`src/rtl/sio_cfg_pkg.sv`:
```
`timescale 1ns/1ps
package sio_cfg_pkg;

    localparam logic [7:0] KEY_OPEN    = 8'h55;
    localparam logic [7:0] KEY_CLOSE   = 8'hAA;
    localparam logic [7:0] IDX_LDN     = 8'h07;
    localparam logic [7:0] IDX_CHIPID  = 8'h20;
    localparam logic [7:0] IDX_ACT     = 8'h30;
    localparam logic [7:0] IDX_BASE_LO = 8'h66;
    localparam logic [7:0] IDX_BASE_HI = 8'h67;
    localparam logic [7:0] LDN_EC      = 8'h0C;
    localparam logic [7:0] CLOSED_READ = 8'hFF;

    typedef enum logic [1:0] {
        CFG_LOCKED = 2'b01,
        CFG_OPEN   = 2'b10
    } cfg_state_e;

    typedef enum logic [2:0] {
        SEL_NONE,
        SEL_LDN,
        SEL_CHIPID,
        SEL_ACT,
        SEL_BASE_LO,
        SEL_BASE_HI
    } reg_sel_e;

    typedef struct packed {
        logic        enable;
        logic [15:0] base;
    } ldev_cfg_t;

    function automatic reg_sel_e decode_index(input logic [7:0] idx);
        reg_sel_e s;
        case (idx)
            IDX_LDN:     s = SEL_LDN;
            IDX_CHIPID:  s = SEL_CHIPID;
            IDX_ACT:     s = SEL_ACT;
            IDX_BASE_LO: s = SEL_BASE_LO;
            IDX_BASE_HI: s = SEL_BASE_HI;
            default:     s = SEL_NONE;
        endcase
        return s;
    endfunction

    function automatic logic [7:0] chip_id(input logic alt);
        return alt ? 8'hC7 : 8'hC6;
    endfunction

endpackage

```
`src/rtl/sio_key_gate.sv`:
```
`timescale 1ns/1ps
module sio_key_gate
    import sio_cfg_pkg::*;
(
    input  logic       clk,
    input  logic       rst,
    input  logic       idx_wr,
    input  logic [7:0] wr_data,
    output logic       cfg_open,
    output logic [7:0] idx_q
);

    cfg_state_e state_q;

    always_ff @(posedge clk) begin
        if (rst) begin
            state_q <= CFG_LOCKED;
            idx_q   <= 8'h00;
        end else if (idx_wr) begin
            case (state_q)
                CFG_LOCKED: begin
                    if (wr_data == KEY_OPEN) state_q <= CFG_OPEN;
                end
                CFG_OPEN: begin
                    if (wr_data == KEY_CLOSE) state_q <= CFG_LOCKED;
                    else                      idx_q   <= wr_data;
                end
                default: state_q <= CFG_LOCKED;
            endcase
        end
    end

    assign cfg_open = (state_q == CFG_OPEN);

endmodule

```
`src/rtl/sio_ldev_bank.sv`:
```
`timescale 1ns/1ps
module sio_ldev_bank
    import sio_cfg_pkg::*;
#(
    parameter logic [15:0] RESET_BASE = 16'h0A00
) (
    input  logic       clk,
    input  logic       rst,
    input  logic       data_wr,
    input  reg_sel_e   sel,
    input  logic [7:0] wr_data,
    output logic [7:0] ldn_q,
    output logic       ec_sel,
    output ldev_cfg_t  ec_cfg,
    output logic       ec_active
);

    ldev_cfg_t cfg_q;

    assign ec_sel = (ldn_q == LDN_EC);

    always_ff @(posedge clk) begin
        if (rst) begin
            ldn_q        <= 8'h00;
            cfg_q.enable <= 1'b1;
            cfg_q.base   <= RESET_BASE;
        end else if (data_wr) begin
            case (sel)
                SEL_LDN:     ldn_q <= wr_data;
                SEL_ACT:     if (ec_sel) cfg_q.enable     <= wr_data[0];
                SEL_BASE_LO: if (ec_sel) cfg_q.base[7:0]  <= wr_data;
                SEL_BASE_HI: if (ec_sel) cfg_q.base[15:8] <= wr_data;
                default: ;
            endcase
        end
    end

    assign ec_cfg    = cfg_q;
    assign ec_active = cfg_q.enable && (cfg_q.base != 16'h0000);

endmodule

```
`src/rtl/sio_read_mux.sv`:
```
`timescale 1ns/1ps
module sio_read_mux
    import sio_cfg_pkg::*;
#(
    parameter bit ALT_ID = 1'b0
) (
    input  logic       clk,
    input  logic       rst,
    input  logic       rd_en,
    input  logic       port_sel,
    input  logic       cfg_open,
    input  logic [7:0] idx_q,
    input  reg_sel_e   sel,
    input  logic [7:0] ldn_q,
    input  logic       ec_sel,
    input  ldev_cfg_t  ec_cfg,
    output logic [7:0] rd_data,
    output logic       rd_valid
);

    logic [7:0] id_byte;
    logic [7:0] data_byte;
    logic [7:0] next_byte;

    generate
        if (ALT_ID) begin : g_id_alt
            assign id_byte = chip_id(1'b1);
        end else begin : g_id_base
            assign id_byte = chip_id(1'b0);
        end
    endgenerate

    always_comb begin
        case (sel)
            SEL_LDN:     data_byte = ldn_q;
            SEL_CHIPID:  data_byte = id_byte;
            SEL_ACT:     data_byte = ec_sel ? {7'b0, ec_cfg.enable} : 8'h00;
            SEL_BASE_LO: data_byte = ec_sel ? ec_cfg.base[7:0]  : 8'h00;
            SEL_BASE_HI: data_byte = ec_sel ? ec_cfg.base[15:8] : 8'h00;
            default:     data_byte = 8'h00;
        endcase
    end

    always_comb begin
        if (!cfg_open)      next_byte = CLOSED_READ;
        else if (!port_sel) next_byte = idx_q;
        else                next_byte = data_byte;
    end

    always_ff @(posedge clk) begin
        if (rst) begin
            rd_valid <= 1'b0;
            rd_data  <= 8'h00;
        end else begin
            rd_valid <= rd_en;
            if (rd_en) rd_data <= next_byte;
        end
    end

endmodule

```
`src/rtl/sio_cfg_port.sv`:
```
`timescale 1ns/1ps
module sio_cfg_port
    import sio_cfg_pkg::*;
#(
    parameter bit          ALT_ID     = 1'b0,
    parameter logic [15:0] RESET_BASE = 16'h0A00
) (
    input  logic        clk,
    input  logic        rst,
    input  logic        wr_en,
    input  logic        rd_en,
    input  logic        port_sel,
    input  logic [7:0]  wr_data,
    output logic [7:0]  rd_data,
    output logic        rd_valid,
    output logic        ec_enable,
    output logic [15:0] ec_base,
    output logic        ec_active
);

    logic       cfg_open;
    logic [7:0] cfg_idx;
    logic [7:0] cur_ldn;
    logic       ec_sel;
    reg_sel_e   cur_sel;
    ldev_cfg_t  ec_cfg;

    assign cur_sel = decode_index(cfg_idx);

    sio_key_gate u_gate (
        .clk      (clk),
        .rst      (rst),
        .idx_wr   (wr_en && !port_sel),
        .wr_data  (wr_data),
        .cfg_open (cfg_open),
        .idx_q    (cfg_idx)
    );

    sio_ldev_bank #(.RESET_BASE(RESET_BASE)) u_bank (
        .clk       (clk),
        .rst       (rst),
        .data_wr   (wr_en && port_sel && cfg_open),
        .sel       (cur_sel),
        .wr_data   (wr_data),
        .ldn_q     (cur_ldn),
        .ec_sel    (ec_sel),
        .ec_cfg    (ec_cfg),
        .ec_active (ec_active)
    );

    sio_read_mux #(.ALT_ID(ALT_ID)) u_rd (
        .clk      (clk),
        .rst      (rst),
        .rd_en    (rd_en),
        .port_sel (port_sel),
        .cfg_open (cfg_open),
        .idx_q    (cfg_idx),
        .sel      (cur_sel),
        .ldn_q    (cur_ldn),
        .ec_sel   (ec_sel),
        .ec_cfg   (ec_cfg),
        .rd_data  (rd_data),
        .rd_valid (rd_valid)
    );

    assign ec_enable = ec_cfg.enable;
    assign ec_base   = ec_cfg.base;

endmodule

```
`config.mk`:
```
export PLATFORM = sky130hd
export DESIGN_NAME = sio_cfg_port
export DESIGN_NICKNAME = d
export VERILOG_FILES = /design/src/rtl/sio_cfg_pkg.sv /design/src/rtl/sio_key_gate.sv /design/src/rtl/sio_ldev_bank.sv /design/src/rtl/sio_read_mux.sv /design/src/rtl/sio_cfg_port.sv
export SDC_FILE = /design/constraint.sdc
export NUM_CORES = 1
export LEC_CHECK = 0
export BUFFER_PORTS_ARGS = -buffer_cell sky130_fd_sc_hd__buf_2
export CORE_MARGIN = 2
export CORE_UTILIZATION = 50
export CTS_BUF_LIST = sky130_fd_sc_hd__clkbuf_8 sky130_fd_sc_hd__clkbuf_16
export DETAILED_ROUTE_END_ITERATION = 10
export GPL_TIMING_DRIVEN = 0
export PLACE_DENSITY = 0.71
export SLEW_MARGIN = 20
export SYNTH_ARGS = -nofsm -noshare
export SYNTH_HDL_FRONTEND = slang
export SYNTH_SLANG_ARGS = --single-unit
```
`constraint.sdc`:
```
create_clock -name clk -period 6 [get_ports clk]
set_clock_uncertainty 0.1 [all_clocks]
set_input_delay 0 -clock clk [delete_from_list [all_inputs] [get_ports clk]]
set_output_delay 0 -clock clk [all_outputs]
set_load 0.02 [all_outputs]
```
# [Word level (Yosys, flattened, before mapping)]
# Index checks and enable logic that the tools add are counted.
[word_totals] regBits=44 elab_cells=48 out_inout_bits=27
[op_classes] n_reduce_logical=12 n_eq_ne=17 mux=10 n_bitwise=1
[ops] op="8-bit case mux with 5 select lines" n=1
[ops] op="8-bit 2-to-1 mux" n=4
[ops] op="8-bit by 7-bit equality test with 1-bit output (second input constant)" n=3
[ops] op="8-bit by 6-bit equality test with 1-bit output (second input constant)" n=2
[ops] op="16-bit nonzero test" n=1
[ops] op="3-bit case mux with 5 select lines" n=1
[ops] op="3-bit AND reduction" n=5
[ops] op="8-bit by 3-bit equality test with 1-bit output (second input constant)" n=1
[ops] op="8-bit by 4-bit equality test with 1-bit output (second input constant)" n=1
[ops] op="8-bit equality test (second input constant)" n=1
[ops] op="3-bit by 2-bit equality test with 1-bit output (second input constant)" n=2
[ops] op="3-bit equality test (second input constant)" n=2
[ops] op="1-bit logical AND" n=4
[ops] op="2-bit 2-to-1 mux" n=2
[ops] op="2-bit by 1-bit != test with 1-bit output (second input constant)" n=2
[ops] op="2-bit case mux with 2 select lines" n=1
[ops] op="3-bit by 1-bit equality test with 1-bit output (second input constant)" n=1
[ops] op="2-bit by 1-bit equality test with 1-bit output (second input constant)" n=1
[ops] op="2-bit equality test (second input constant)" n=1
[ops] op="2-bit AND reduction" n=1
[ops] op="1-bit zero test" n=1
[ops] op="1-bit 2-to-1 mux" n=1
[ops] op="1-bit inverter" n=1

# [Depth between registers and ports, before layout]
# Gate-level depths: netlist of run 1.
[logic_depth] word_depth=6 mapped_depth=6 ltp_nobuf=5

# [Modules after synthesis]
# Synthesis of run 1 repeated with hierarchy kept, for this count alone.
[hier_totals] hier_cells=262 hier_area_um2=2436.1
[modules_own_cells] mod="sio_ldev_bank" cells_per_inst=109 area_per_inst_um2=1094.8 instances=1 seq_area_each_um2=500.5
[modules_own_cells] mod="sio_read_mux" cells_per_inst=93 area_per_inst_um2=744.5 instances=1 seq_area_each_um2=180.2
[modules_own_cells] mod="sio_key_gate" cells_per_inst=51 area_per_inst_um2=515.5 instances=1 seq_area_each_um2=200.2
[modules_own_cells] mod="sio_cfg_port" cells_per_inst=9 area_per_inst_um2=81.3 instances=1 seq_area_each_um2=0.0

# [Worst setup path before layout of run 1]
# OpenSTA, ideal clock, no wires.
[synth_timing] kind="flip-flop to flip-flop" startpoint="reg u_gate.idx_q[6]" endpoint="reg u_rd.rd_data[0]" slack_ns=3.882 path_buffers=1 t_arrival_ns=1.914 stages_incl_launch_ff=7 path_cell_list="dfxtp_1 -> buf_6 -> or4_4 -> or4_4 -> nand2_4 -> o211ai_2 -> a2111oi_2"
[synth_via] elab_chain_cells=6
[synth_rtl] item="start, declared" line="sio_key_gate.sv:10" text="output logic [7:0] idx_q"
[synth_rtl] item="start signal, assigned" line="sio_key_gate.sv:26" text="else idx_q <= wr_data;"
[synth_rtl] item="8-bit by 7-bit equality test with 1-bit output (tied with other cells)" line="sio_cfg_pkg.sv:35" text="case (idx)"
[synth_rtl] item="3-bit case mux with 5 select lines (*)" line="sio_cfg_pkg.sv:35"
[synth_rtl] item="3-bit equality test (tied with other cells)" line="sio_read_mux.sv:34" text="case (sel)"
[synth_rtl] item="8-bit case mux with 5 select lines (*)" line="sio_read_mux.sv:34"
[synth_rtl] item="8-bit 2-to-1 mux (*)" line="sio_read_mux.sv:46" text="else if (!port_sel) next_byte = idx_q;"
[synth_rtl] item="8-bit 2-to-1 mux (*)" line="sio_read_mux.sv:45" text="if (!cfg_open) next_byte = CLOSED_READ;"
[synth_rtl] item="end signal, assigned" line="sio_read_mux.sv:56" text="if (rd_en) rd_data <= next_byte;"
[synth_rtl] item="end, declared" line="sio_read_mux.sv:17" text="output logic [7:0] rd_data,"
# Mark *: on every way between the ends. The rest lies on a longest branch, timed or not.
# A chain may end at the register's enable or synchronous reset.

# [Final worst setup path of run 1]
[layout_timing] startpoint="reg u_bank.ldn_q[4]" endpoint="reg u_bank.cfg_q (netlist bit u_bank.ec_cfg[0])"
[layout_via] elab_chain_cells=2
[layout_rtl] item="start, declared" line="sio_ldev_bank.sv:12" text="output logic [7:0] ldn_q,"
[layout_rtl] item="start signal, assigned" line="sio_ldev_bank.sv:29" text="SEL_LDN: ldn_q <= wr_data;"
[layout_rtl] item="8-bit by 4-bit equality test with 1-bit output" line="sio_ldev_bank.sv:20" text="assign ec_sel = (ldn_q == LDN_EC);"
[layout_rtl] item="3-bit AND reduction (no source line)"
[layout_rtl] item="end, declared" line="sio_ldev_bank.sv:18" text="ldev_cfg_t cfg_q;"
# Every way passes these cells.

==> impl_metrics.ini, run 1 <==
[grt]
use_met2_pct = 41.4
grt_max_degree = 14
track_usage_pct = 25.9
grt-busiest-layer = met2
antenna_found_initial = 0
grt_pass1_vias = 2043
overflow = 0
grt.met1_usage_pct = 37.1
grt_pass1_wl_um = 10300
met3_usage_pct = 4.56

[sta]
fin_crit_sh_pct = 39.8
tightest_slew_ps = 615
finalHoldViolCount = 0
fin_crit_ps = 2390
relSlewSlack_pct = 58.7
rsz0062_at_grt = false
max_clock_freq_ghz = 0.419
drv_slew = 0
fin_setup_tns_ps = 0
finalSetupViolations = 0

[logic_synthesis]
async_reset_ff_share_pct = 0
yosysTopAreaCell = dfxtp_1
syn-mean-instance-area_um2 = 8.96
synth_most_common_cell = dfxtp_1
synth_cells = 250
yosys-top-cells-area = dfxtp_1 39%, mux2i_1 11%, nor2_1 6.7%
yosysUniqueCellTypes = 51
syn_nets = 263
yosys_warnings = 0
synth_enable_flop_cells = 0
synth_top_area_share_pct = 39.3
synth_ff_type = dfxtp_1
synth_seq_area_share_pct = 39.3
synth-seq-cells = 44
netlist_area_um2 = 2240
synth_common_cells = 44 x dfxtp_1, 40 x nor2_1, 24 x mux2i_1

[setup_path]
worstPathArrival_ps = 2460
cp-start-kind = register
critical_path_class = reg2reg
endpoint_kind = register
cp.required_ps = 6070
cp_max_fo = 8

[clock_network]
cts.clk_slew.worst_paths_ps = 80
post_cts_resized = 0
cts_buffers = 5
clkSinkCount = 44
root_buffer = clkbuf_8
cts_tree = built
cts_buffer_depth = 2
htree_levels = 2
clk_latency_ps = 300

[drt]
wl_per_cell_um = 17.5
viasPerCell = 6.08
first_pass_iters = 5
ant_nets = 0
vias = 2172
finalWirelength_um = 6250
drtIter0Drc = 184
drc = 0

[power]
power_mw = 0.538
ir_worst_vdd_mv = 0.116
leakage_nw = 1.13
p_per_area_nw_per_um2 = 201

[die]
dieArea_um2 = 5030
io_pins = 40
coreArea_um2 = 4320
die_y_um = 70.9
start_util_pct = 51.8
rows = 24
fp.dieW_um = 70.9

[placed_design]
placed_area_um2 = 2500
place_hpwl_um = 4540
port_buffers = 38
gp_congestion = 0.896

[cells_and_area]
drive_gt1_share_pct = 22.0
postLayoutCellArea_um2 = 2680
nets = 317
antennaDiodeCount = 0
syn_to_final_growth_pct = 19.5

[outcome]
status = finished, final reports clean

[hold_path]
hp-class = in2reg

[job]
cap_violations = 0
-- cells by family (layout without fill, tap and decap cells) --
family | after synthesis | in the layout | share of synthesized area (%)
muxes | 25 | 25 | 11.2
DFF | 44 | 44 | 39.3
xor gates and xnor gates | 1 | 1 | 0.391
AOI/OAI and AO/OA | 49 | 49 | 16.9
buffers and inverters | 19 | 74 | 3.74
and+or+nand+nor | 112 | 112 | 28.4
-- repair_timing --
action,CTS,global route
hold buffers,9,0
endpoints found under the hold margin,36,0
buffers inserted,0,0
-- worst max-delay path, stage by stage (launching register included) --
cell	delay (ps)
dfxtp_1	340
or4_4	570
nor4_4	600
nand4_4	350
mux2i_1	240
nor2_1	50
-- metal layers --
metal | up-vias | share of wire, % | wire, um
li1 | 1041 | - | -
met1 | 1016 | 46 | 2900
met2 | 107 | 45 | 2800
met3 | 8 | 7.9 | 493
met4 | 0 | 0.94 | 59
met5 | - | 0 | 0
-- layout by cell type, fill, tap and decap left out, types with 2 or more instances in the layout --
| cell | instances |
|---|---|
| a211o_1 | 7 |
| a21oi_1 | 10 |
| a221oi_1 | 7 |
| a31oi_1 | 8 |
| and3_1 | 2 |
| buf_2 | 42 |
| clkbuf_1 | 9 |
| clkbuf_8 | 6 |
| clkinv_2 | 2 |
| dfxtp_1 | 44 |
| dlygate4sd3_1 | 9 |
| inv_1 | 3 |
| mux2i_1 | 24 |
| nand2_1 | 12 |
| nand2b_1 | 2 |
| nand3_1 | 22 |
| nand4b_1 | 2 |
| nor2_1 | 40 |
| nor2b_1 | 2 |
| nor3_1 | 3 |
| nor4_1 | 5 |
| nor4bb_1 | 2 |
| o22ai_1 | 7 |
| or4_4 | 3 |
| or4bb_1 | 3 |
-- report_power, final --
group          internal, mW  switching (mW)  total [mW]
sequential            0.296         0.00178       0.298
clock                0.0920           0.102       0.194
combinational        0.0179          0.0284      0.0464
-- layout make-up --
type | count | area [um2]
Sequential cell | 44 | 881
Clock inverter | 2 | 10.0
Clock buffer | 6 | 82.6
Multi-Input combinational cell | 187 | 1280
Tap cell | 52 | 65.1
Fill cell | 395 | 1650
Buffer | 15 | 68.8
Timing Repair Buffer | 47 | 280
Inverter | 4 | 15.0
-- registers in the layout, summed over array words and instances, names as in the netlist --
name	flops
u_bank.ec_cfg	17
u_gate.idx_q	8
u_rd.rd_valid	1
u_gate.state_q	2
u_rd.rd_data	8
u_bank.ldn_q	8
-- through the flow --
| stage | setup slack [ps] | hold WS, ps | instances | utilization (%) |
|---|---|---|---|---|
| 2_1_floorplan | 3880 | 43.9 | 250 | - |
| 3_3_place_gp | 3670 | 229 | 340 | 57.7 |
| 3_5_place_dp | 3640 | 229 | 340 | 57.7 |
| 4_1_cts | 3620 | 33.0 | 357 | 62.0 |
| 5_1_grt | 3420 | 103 | 357 | 62.0 |
| 6_report | 3610 | 41.7 | 357 | 62.0 |
-- final timing paths --
kind              slack, ps  cells past startpoint            start               end
hold / removal           40                      2              rst     u_rd.rd_valid
setup / recovery       3610                      5  u_bank.ldn_q[4]  u_bank.ec_cfg[0]
hold reg to reg         370                      2  u_bank.ldn_q[0]   u_bank.ldn_q[0]
setup reg to reg       3610                      5  u_bank.ldn_q[4]  u_bank.ec_cfg[0]
Note: power is estimated with default switching activity, not from simulation.
==> inputs of run 2 (changes only) <==
ABC_AREA = 1   (was default)
clock period = 2.37 ns   (was 6 ns; I/O delays follow)
==> impl_metrics.ini, run 2 <==
[outcome]
status = finished, final reports clean

[job]
cap_violations = 0

[logic_synthesis]
synth-seq-cells = 44
synth_top_family_by_area = simple AND/OR/NAND/NOR gates
synth_common_cells = 46 x nand2_1, 45 x a21oi_1, 44 x dfxtp_1
synth_most_common_cell = nand2_1
yosys_warnings = 0
synth_fa_ha_area_share_pct = 0
syn_nets = 306
synth_seq_area_share_pct = 41.1
netlist_area_um2 = 2140
synth_ff_type = dfxtp_1
synth_enable_flop_cells = 0
synth-compound-area-share_pct = 22.2
yosysUniqueCellTypes = 30
synth-xor-area-share_pct = 0
syn-mean-instance-area_um2 = 7.32
yosysTopAreaCell = dfxtp_1
synth_cells = 293
yosys-top-cells-area = dfxtp_1 41%, a21oi_1 11%, nand2_1 8.1%
synth_simple_gate_area_share_pct = 27.4
muxShareOfSynthArea_pct = 0
synth_top_area_share_pct = 41.1
async_reset_ff_share_pct = 0

[clock_network]
cts_buffers = 5
cts_tree = built
clkSinkCount = 44
root_buffer = clkbuf_8
cts_buffer_depth = 2
clk_latency_ps = 300
cts.clk_slew.worst_paths_ps = 80
htree_levels = 2

[placed_design]
place_hpwl_um = 4540
port_buffers = 37
gp_congestion = 0.919

[cells_and_area]
largest_reg_flops = 17
nets = 362
antennaDiodeCount = 0
drive_gt1_share_pct = 22.0
final_cell_mix = 46 x nand2_1, 45 x a21oi_1, 44 x dfxtp_1, 42 x buf_2, 30 x o21ai_0
syn_to_final_growth_pct = 21.5
layout_commonest_cell = nand2_1

[grt]
antenna_found_initial = 0
grt_max_degree = 14
grt_pass1_vias = 2100
overflow = 0
track_usage_pct = 26.6
grt_pass1_wl_um = 10100

[sta]
finalHoldViolCount = 0
tightest_slew_ps = 562
fin_crit_ps = 2150
relSlewSlack_pct = 62.2
fin_setup_tns_ps = 0
hold_ws_ps = 23.2
max_clock_freq_ghz = 0.465
finalSetupViolations = 0
drv_slew = 0
rsz0062_at_grt = false
fin_crit_sh_pct = 90.7

[die]
start_util_pct = 52.9
coreArea_um2 = 4060
fp.dieW_um = 69.5
dieArea_um2 = 4830
io_pins = 40
rows = 23
die_y_um = 69.5

[power]
ir_worst_vdd_mv = 0.347
p_per_area_nw_per_um2 = 518
seq_power_share_pct = 55.9
swShare_pct = 24.4
leakage_nw = 1.25
p_int_mw = 1.02
p_clk_share_pct = 36.3
p_switching_mw = 0.330
combPwrFrac_pct = 7.8

[drt]
wl_per_cell_um = 14.9
first_pass_iters = 4
drtIter0Drc = 209
vias = 2225
finalWirelength_um = 5970
viasPerCell = 5.56
drc = 0
ant_nets = 0

[setup_path]
path_common_cell = nand2_1
cp_max_fo = 10
cpPeakStageDelay_ps = 550
cp.required_ps = 2460
cp-start-kind = register
critical_path_class = reg2reg
path_delay_family = buffers and inverters
path_cells = inv_1 -> nor2_2 -> nand3_2 -> inv_2 -> nand2_1 -> buf_2 -> nand2_1 -> a21oi_1 -> dlygate4sd3_1
critPathSlowestCell = dlygate4sd3_1
crit_buf_inv = 4
endpoint_kind = register
worstPathArrival_ps = 2240

[hold_path]
hp-class = in2reg
-- run 2: layer usage --
metal / GRT usage [%] / part of all wire [%] / vias to the layer above
met5: 0 / 0 / -
met4: 9.59 / 2.0 / 0
met3: 4.51 / 5.9 / 11
met2: 40.6 / 44 / 81
met1: 37.8 / 48 / 1024
li1: - / - / 1109
-- run 2: logic make-up (layout without fill, tap and decap cells) --
logic type | after synthesis | in the layout
and+or+nand+nor | 114 | 114
AOI/OAI and AO/OA | 89 | 89
buffers and inverters | 46 | 103
DFF | 44 | 44
-- run 2: worst min-delay path, delay by kind of cell --
| kind | cells | cell delay (ps) |
|---|---|---|
| AO/OA/AOI/OAI | 2 | 180 |
| buffers and inverters | 2 | 150 |
| AND/OR/NAND/NOR | 1 | 50 |
-- run 2: path summary, 6_finish.rpt --
path                                        start                 to  slack (ps)  cells after the start
worst min-delay path                        wr_en  u_gate.state_q[1]          20                      5
worst max-delay path            u_gate.state_q[1]    u_bank.ldn_q[3]         220                      9
worst min register to register    u_bank.ldn_q[7]    u_bank.ldn_q[7]         380                      2
worst max register to register  u_gate.state_q[1]    u_bank.ldn_q[3]         220                      9
-- run 2: layout make-up --
type | count | area (um2)
buffer | 11 | 66.3
inverter | 35 | 133
timing repair buffer | 49 | 305
tap | 50 | 62.6
sequential | 44 | 881
fill | 366 | 1450
clock inverter | 2 | 10.0
multi-input combinational | 203 | 1060
clock buffer | 6 | 82.6
-- run 2: power by group through the flow --
stage / Clock [mW] / Combinational [mW] / Sequential (mW)
CTS: 0.501 / 0.105 / 0.754
global route: 0.531 / 0.115 / 0.756
detailed placement: 0 / 0.0908 / 0.771
floorplan: 0 / 0.0347 / 0.785
finish: 0.490 / 0.106 / 0.754
global placement: 0 / 0.0899 / 0.771
-- run 2: timing repair --
item	4_1_cts	5_1_grt
resized for setup	0	1
hold buffers	12	0
hold endpoints to repair	32	0
buffers inserted	0	0
endpoints found under the setup margin	0	1
-- run 2: through the flow --
step / utilization [%] / cell area, um2 / total power, mW / cells / worst slack (ps)
final: 64.2 / 2610 / 1.35 / 400 / 219
after global routing: 64.2 / 2610 / 1.40 / 400 / 64.2
after CTS: 64.2 / 2610 / 1.36 / 400 / 135
after detailed placement: 59.0 / 2390 / 0.862 / 380 / 611
after global placement: 59.0 / 2390 / 0.861 / 380 / 621
after floorplan: - / 2140 / 0.820 / 293 / 884
